### src/rtl/dds_pkg.sv
package dds_pkg;
  localparam int unsigned ADDR_W     = 4;
  localparam int unsigned BYTE_W     = 8;
  localparam logic [3:0]  ADDR_CTRL  = 4'd13;
  localparam logic [3:0]  ADDR_UPD   = 4'd15;
  localparam int unsigned SER_EN_BIT = 6;

  function automatic logic [47:0] base_reset_word(input int unsigned acc_w);
    logic [47:0] w;
    w = '0;
    w[acc_w-2] = 1'b1;
    return w;
  endfunction
endpackage

### src/rtl/dds_pin_sync.sv
module dds_pin_sync #(
  parameter int unsigned W      = 1,
  parameter int unsigned STAGES = 2
) (
  input  logic         clk,
  input  logic         rst_n,
  input  logic [W-1:0] d_async,
  output logic [W-1:0] q_sync
);
  logic [W-1:0] chain [STAGES];

  always_ff @(posedge clk or negedge rst_n) begin
    if (!rst_n) chain[0] <= '0;
    else        chain[0] <= d_async;
  end

  for (genvar s = 1; s < STAGES; s++) begin : g_stage
    always_ff @(posedge clk or negedge rst_n) begin
      if (!rst_n) chain[s] <= '0;
      else        chain[s] <= chain[s-1];
    end
  end

  assign q_sync = chain[STAGES-1];
endmodule

### src/rtl/dds_regfile.sv
module dds_regfile
  import dds_pkg::*;
#(
  parameter int unsigned ACC_W = 48
) (
  input  logic              clk,
  input  logic              rst_n,
  input  logic              wr_en,
  input  logic [ADDR_W-1:0] wr_addr,
  input  logic [BYTE_W-1:0] wr_data,
  input  logic              ser_wr,
  input  logic [ACC_W-1:0]  ser_word,
  input  logic              upd_s,
  output logic [ACC_W-1:0]  base_act,
  output logic [ACC_W-1:0]  ofs_act,
  output logic [ACC_W-1:0]  ser_act,
  output logic              ser_en
);
  localparam int unsigned NB = ACC_W / BYTE_W;
  localparam logic [ACC_W-1:0] BASE_RST = base_reset_word(ACC_W);

  logic             wr_ok;
  logic             wr_acc, ser_acc;
  logic             upd_d, upd_evt;
  logic [ACC_W-1:0] base_sh, ofs_sh, ser_sh;

  assign wr_acc  = wr_en & wr_ok;
  assign ser_acc = ser_wr & wr_ok;
  assign upd_evt = (upd_s & ~upd_d) | (wr_acc && wr_addr == ADDR_UPD);

  always_ff @(posedge clk or negedge rst_n) begin
    if (!rst_n) begin
      wr_ok <= 1'b0;
      upd_d <= 1'b0;
    end else begin
      wr_ok <= 1'b1;
      upd_d <= upd_s;
    end
  end

  always_ff @(posedge clk or negedge rst_n) begin
    if (!rst_n) begin
      base_sh <= BASE_RST;
      ofs_sh  <= '0;
      ser_sh  <= '0;
      ser_en  <= 1'b1;
    end else begin
      for (int b = 0; b < NB; b++) begin
        if (wr_acc && wr_addr == ADDR_W'(b))
          base_sh[BYTE_W*b +: BYTE_W] <= wr_data;
        if (wr_acc && wr_addr == ADDR_W'(b + NB))
          ofs_sh[BYTE_W*b +: BYTE_W] <= wr_data;
      end
      if (ser_acc) ser_sh <= ser_word;
      if (wr_acc && wr_addr == ADDR_CTRL) ser_en <= wr_data[SER_EN_BIT];
    end
  end

  always_ff @(posedge clk or negedge rst_n) begin
    if (!rst_n) begin
      base_act <= BASE_RST;
      ofs_act  <= '0;
      ser_act  <= '0;
    end else if (upd_evt) begin
      base_act <= base_sh;
      ofs_act  <= ofs_sh;
      ser_act  <= ser_sh;
    end
  end

  // active words hold unless an update event occurs
  a_r7_hold_without_update: assert property (@(posedge clk) disable iff (!rst_n)
    !upd_evt |=> ($stable(base_act) && $stable(ofs_act) && $stable(ser_act)));

  // on an update event, the active word takes the shadow value from before the edge
  a_r11_load_old_shadow: assert property (@(posedge clk) disable iff (!rst_n)
    upd_evt |=> (base_act == $past(base_sh) && ofs_act == $past(ofs_sh)));

  // a write on the first edge after reset release changes nothing
  a_r9_first_write_dropped: assert property (@(posedge clk) disable iff (!rst_n)
    !wr_ok |=> ($stable(base_sh) && $stable(ofs_sh) && $stable(ser_sh) && $stable(ser_en)));
endmodule

### src/rtl/dds_phase_acc.sv
module dds_phase_acc #(
  parameter int unsigned ACC_W = 48,
  parameter int unsigned PH_W  = 14
) (
  input  logic             clk,
  input  logic             rst_n,
  input  logic [ACC_W-1:0] base_w,
  input  logic [ACC_W-1:0] ofs_w,
  input  logic [ACC_W-1:0] ser_w,
  input  logic             ofs_en,
  input  logic             ser_en,
  input  logic [1:0]       psel,
  output logic [PH_W-1:0]  phase
);
  logic [ACC_W-1:0] tuning, acc_q;
  logic [PH_W-1:0]  quad;

  assign tuning = base_w + (ofs_en ? ofs_w : '0) + (ser_en ? ser_w : '0);
  assign quad   = {psel, {(PH_W-2){1'b0}}};

  always_ff @(posedge clk or negedge rst_n) begin
    if (!rst_n) begin
      acc_q <= '0;
      phase <= '0;
    end else begin
      acc_q <= acc_q + tuning;
      phase <= acc_q[ACC_W-1 -: PH_W] + quad;
    end
  end

  // with a steady quadrant and a zero step, the phase output stays still
  a_r5_static_phase: assert property (@(posedge clk) disable iff (!rst_n)
    (tuning == '0 && $stable(psel) && $stable(acc_q)) |=> $stable(phase));
endmodule

### src/rtl/dds_phase_core.sv
module dds_phase_core
  import dds_pkg::*;
#(
  parameter int unsigned ACC_W       = 48,
  parameter int unsigned PH_W        = 14,
  parameter int unsigned SYNC_STAGES = 2
) (
  input  logic              clk,
  input  logic              rst_n,
  input  logic              wr_en,
  input  logic [ADDR_W-1:0] wr_addr,
  input  logic [BYTE_W-1:0] wr_data,
  input  logic              ser_wr,
  input  logic [ACC_W-1:0]  ser_word,
  input  logic              upd_pin,
  input  logic              ofs_en_pin,
  input  logic [1:0]        psel_pin,
  output logic [PH_W-1:0]   phase_out
);
  localparam int unsigned PIN_W = 4;

  logic [PIN_W-1:0] pins_s;
  logic             upd_s, ofs_en_s, ser_en;
  logic [1:0]       psel_s;
  logic [ACC_W-1:0] base_act, ofs_act, ser_act;

  dds_pin_sync #(.W(PIN_W), .STAGES(SYNC_STAGES)) u_sync (
    .clk(clk), .rst_n(rst_n),
    .d_async({upd_pin, ofs_en_pin, psel_pin}),
    .q_sync(pins_s)
  );
  assign {upd_s, ofs_en_s, psel_s} = pins_s;

  dds_regfile #(.ACC_W(ACC_W)) u_regs (
    .clk(clk), .rst_n(rst_n),
    .wr_en(wr_en), .wr_addr(wr_addr), .wr_data(wr_data),
    .ser_wr(ser_wr), .ser_word(ser_word), .upd_s(upd_s),
    .base_act(base_act), .ofs_act(ofs_act), .ser_act(ser_act),
    .ser_en(ser_en)
  );

  dds_phase_acc #(.ACC_W(ACC_W), .PH_W(PH_W)) u_acc (
    .clk(clk), .rst_n(rst_n),
    .base_w(base_act), .ofs_w(ofs_act), .ser_w(ser_act),
    .ofs_en(ofs_en_s), .ser_en(ser_en), .psel(psel_s),
    .phase(phase_out)
  );

  logic [1:0] age_q;
  always_ff @(posedge clk or negedge rst_n) begin
    if (!rst_n)             age_q <= '0;
    else if (age_q != 2'd3) age_q <= age_q + 2'd1;
  end

  if (SYNC_STAGES == 2) begin : g_sync_chk
    // pin values arrive after two synchroniser flops
    a_r8_pin_latency: assert property (@(posedge clk) disable iff (!rst_n || age_q < 2'd2)
      (psel_s == $past(psel_pin, 2) && ofs_en_s == $past(ofs_en_pin, 2)));
  end
endmodule

### config.mk
export PLATFORM = sky130hd
export DESIGN_NAME = dds_phase_core
export DESIGN_NICKNAME = d
export VERILOG_FILES = /design/src/rtl/dds_pkg.sv /design/src/rtl/dds_pin_sync.sv /design/src/rtl/dds_regfile.sv /design/src/rtl/dds_phase_acc.sv /design/src/rtl/dds_phase_core.sv
export SDC_FILE = /design/constraint.sdc
export NUM_CORES = 1
export LEC_CHECK = 0
export BUFFER_PORTS_ARGS = -buffer_cell sky130_fd_sc_hd__buf_2
export CORE_UTILIZATION = 35
export DETAILED_ROUTE_END_ITERATION = 8
export PLACE_DENSITY_LB_ADDON = 0.3
export SLEW_MARGIN = 40
export SYNTH_ARGS = -nofsm -noshare
export SYNTH_HDL_FRONTEND = slang
export SYNTH_SLANG_ARGS = --single-unit
### constraint.sdc
create_clock -name clk -period 9.9 [get_ports clk]
set_input_delay 0.495 -clock clk [delete_from_list [all_inputs] [get_ports clk]]
set_output_delay 0.495 -clock clk [all_outputs]
set_load 0.01 [all_outputs]
==> reports/metrics.csv <==
metric,value,unit
diodes,0,
hold_class,input port to flop,
wl_met1,18710,um
critPathMaxFanout,28,
gp_congestion,0.8767,
synth.distinct_cells,60,
synth_area,18090,um^2
dp.final_hpwl,27340,um
crit_required,10.38,ns
tns,0,ns
period_share,50.62,%
syn_nets,1719,
start_util,35.76,%
post-route-min-period,5.012,ns
preCtsSetupSlack,4.816,ns
synth_fa_ha_area_share,13.72,%
synth_seq_cells,361,
grt_usage,15.69,%
viasPerCell,4.742,
ant_nets,0,
nFillCells,4790,
clock.fmax,199.5,MHz
port_buffers,81,
cpMostUsedCell,fa_1,
r2r-start,u_regs.ser_en,
setup_ws,4.888,ns
synth_warnings,0,
path_clk_slew,0.06,ns
post-cts-setup-buffers,0,
async_flop_share,100.0,%
overflow,0,
synth.area.top_cells,"dfrtp_1 (50%), mux2_2 (15%), fa_1 (10%), inv_1 (3.8%), nand2_1 (3.7%)",
synth-main-ff-cell,dfrtp_1,
clk_latency,0.56,ns
drc,0,
grt_setup_unrepaired,false,
slew_headroom,48.20,%
io_pins,82,
peakVddDrop,0.1293,mV
wl_met2,17700,um
final_common_cell,dfrtp_1,
fin_skew,0.02120,ns
core_area,50580,um^2
p_per_area,341.6,nW/um^2
synthMuxAreaShare,15.32,%
drive_gt1_share,27.08,%
min_path_cells,1,
htree_levels,2,
ys_seq_area_share,49.97,%
vias,10820,
nNetsFinal,1790,
synthSimpleGateAreaFrac,6.281,%
hold_violations,0,
clock-root-buffer,clkbuf_16,
postSynthCellCount,1509,
slew_viol_final,0,
design.die.area,52590,um^2
max_stage_delay,0.90,ns
synth_xor_area_share,2.470,%
antenna_found_initial,5,
clockBufferDepth,3,
die_w,229.3,um
synth_top_family_by_area,multiplexers,
synth-compound-area-share,7.118,%
avgSynthCellArea,11.99,um^2
r2r_slack,4.89,ns
worst_pin_slew,0.7761,ns
cp.arrival,5.49,ns
startpoint_type,flop,
cts_made_buffers,39,
synth_area_leader_cell,dfrtp_1,
worstHoldStart,psel_pin[1],
topRoutingLayerUsed,met5,
p_leak,9.553,nW
wl_per_cell,17.13,um
drt_iter0_markers,635,
grt_pass1_vias,11560,
whs,0.03511,ns
die_y,229.3,um
final_cell_mix,"dfrtp_1 (358), mux2_2 (246), inv_1 (181), nand2_1 (176), fa_1 (94)",
rr_worst_depth,17,
cp-end-kind,flop,
first_pass_iters,5,
routed_wl,39100,um
route.met3.wl,1830,um
area.growth.synth_to_final,14.59,%
yosys.area.top_type_share,49.53,%
grt_pass1_wl,64740,um
synth_edf_count,0,
finalSetupViolCount,0,
grt_max_degree,179,
cts_tree,built,
drv_cap,0,
cp_cell_sequence,buf_4 > nand2_1 > fa_1 > inv_1 > fa_1 > ha_1 > inv_1 > fa_1 > nor2b_4 > o31a_1 > a41o_4 > a21oi_1 > o21ai_1 > o21ai_0 > or3_1 > o21ai_1 > xor2_1,
clkSinkCount,361,
path_class,flop to flop,
final_util,40.98,%
hold-path-endpoint,u_sync.chain[5],
fp-row-count,82,
slowest_stage,dfstp_2,
outcome,finished clean,
timing.rr.end,u_acc.acc_q[25],
layout make-up:
class                           instances  area [um^2]  area share, %
Sequential cell                       361         9037          43.60
Multi-Input combinational cell        903         8159          39.37
Clock buffer                           52         1105          5.331
Tap cell                              672        840.8          4.057
Inverter                              181        679.4          3.278
Timing Repair Buffer                   94        616.8          2.976
Clock inverter                         19        287.8          1.388
flip-flops by register name (all words and copies together), names as in the netlist:
signal           count
u_regs.ser_en        1
u_regs.ser_sh       48
u_regs.wr_ok         1
u_sync.chain         4
u_regs.ofs_act      48
u_regs.ofs_sh       48
u_sync.q_sync        4
u_acc.phase         14
u_regs.base_act     48
u_acc.acc_q         48
u_regs.ser_act      48
u_regs.base_sh      48
u_regs.upd_d         1
how the worst max path moves through the flow:
stage / startpoint / end / slack (ns) / depth (start not counted)
after global routing: u_regs.ser_en / u_acc.acc_q[25] / 4.50 / 17
after detailed placement: u_regs.ser_en / u_acc.acc_q[47] / 4.82 / 18
after CTS: u_regs.ser_en / u_acc.acc_q[47] / 4.81 / 18
after global placement: u_regs.ser_en / u_acc.acc_q[25] / 4.94 / 17
after floorplan: u_regs.ser_en / u_acc.acc_q[45] / 5.69 / 17
final: u_regs.ser_en / u_acc.acc_q[25] / 4.89 / 17
cell usage after synthesis, drive strengths merged (10+ instances only):
cell    instances
xnor2          36
a21o           17
ha             48
a21oi          60
nor2           30
xor2           15
nand4          12
fa             94
nand2         177
inv           181
o21ai          76
mux2          246
and2           10
clkbuf         56
dfrtp         358
nand3          10
through the flow:
step / cell area (um^2) / cells / power, mW
final: 20730 / 2282 / 7.080
after global routing: 20730 / 2282 / 7.693
after CTS: 20700 / 2281 / 7.160
after detailed placement: 19300 / 2209 / 5.531
after global placement: 19200 / 2205 / 5.488
after floorplan: 18090 / 1509 / 4.710
worst max-delay path: cells and delay by family, from the launching register on:
| family | cells | cell delay, ns |
|---|---|---|
| XOR/XNOR | 1 | 0.15 |
| AO/OA/AOI/OAI | 6 | 1.11 |
| adder cells (fa/ha/maj) | 4 | 1.66 |
| buffers and inverters | 3 | 0.50 |
| AND/OR/NAND/NOR | 3 | 0.63 |
| flip-flops | 1 | 0.90 |
kinds of logic (layout without fill, tap and decap cells):
| family | after synthesis | after routing |
|---|---|---|
| DFF | 361 | 361 |
| and+or+nand+nor | 263 | 263 |
| muxes | 246 | 246 |
| buffers and inverters | 245 | 346 |
| AOI/OAI and AO/OA | 200 | 200 |
| adders and majority gates | 142 | 142 |
| xor gates and xnor gates | 51 | 51 |
| other | 1 | 1 |
repair_timing:
item,4_1_cts,5_1_grt
hold buffers,1,0
resized for setup,0,0
hold endpoints to repair,21,0
power by group:
part | leakage [nW] | total [mW] | internal, mW | switching (mW)
Combinational | 4.42 | 3.39 | 1.43 | 1.96
Clock | 0.688 | 1.58 | 0.970 | 0.607
Sequential | 4.45 | 2.11 | 1.91 | 0.206
Total | 9.55 | 7.08 | 4.31 | 2.77
routing by layer:
metal	vias to the layer above	GRT usage [%]
met5	-	0
met3	58	3.399
met1	5456	22.55
met4	2	4.146
met2	194	23.88
li1	5112	-
(Power assumes the default switching activity.)
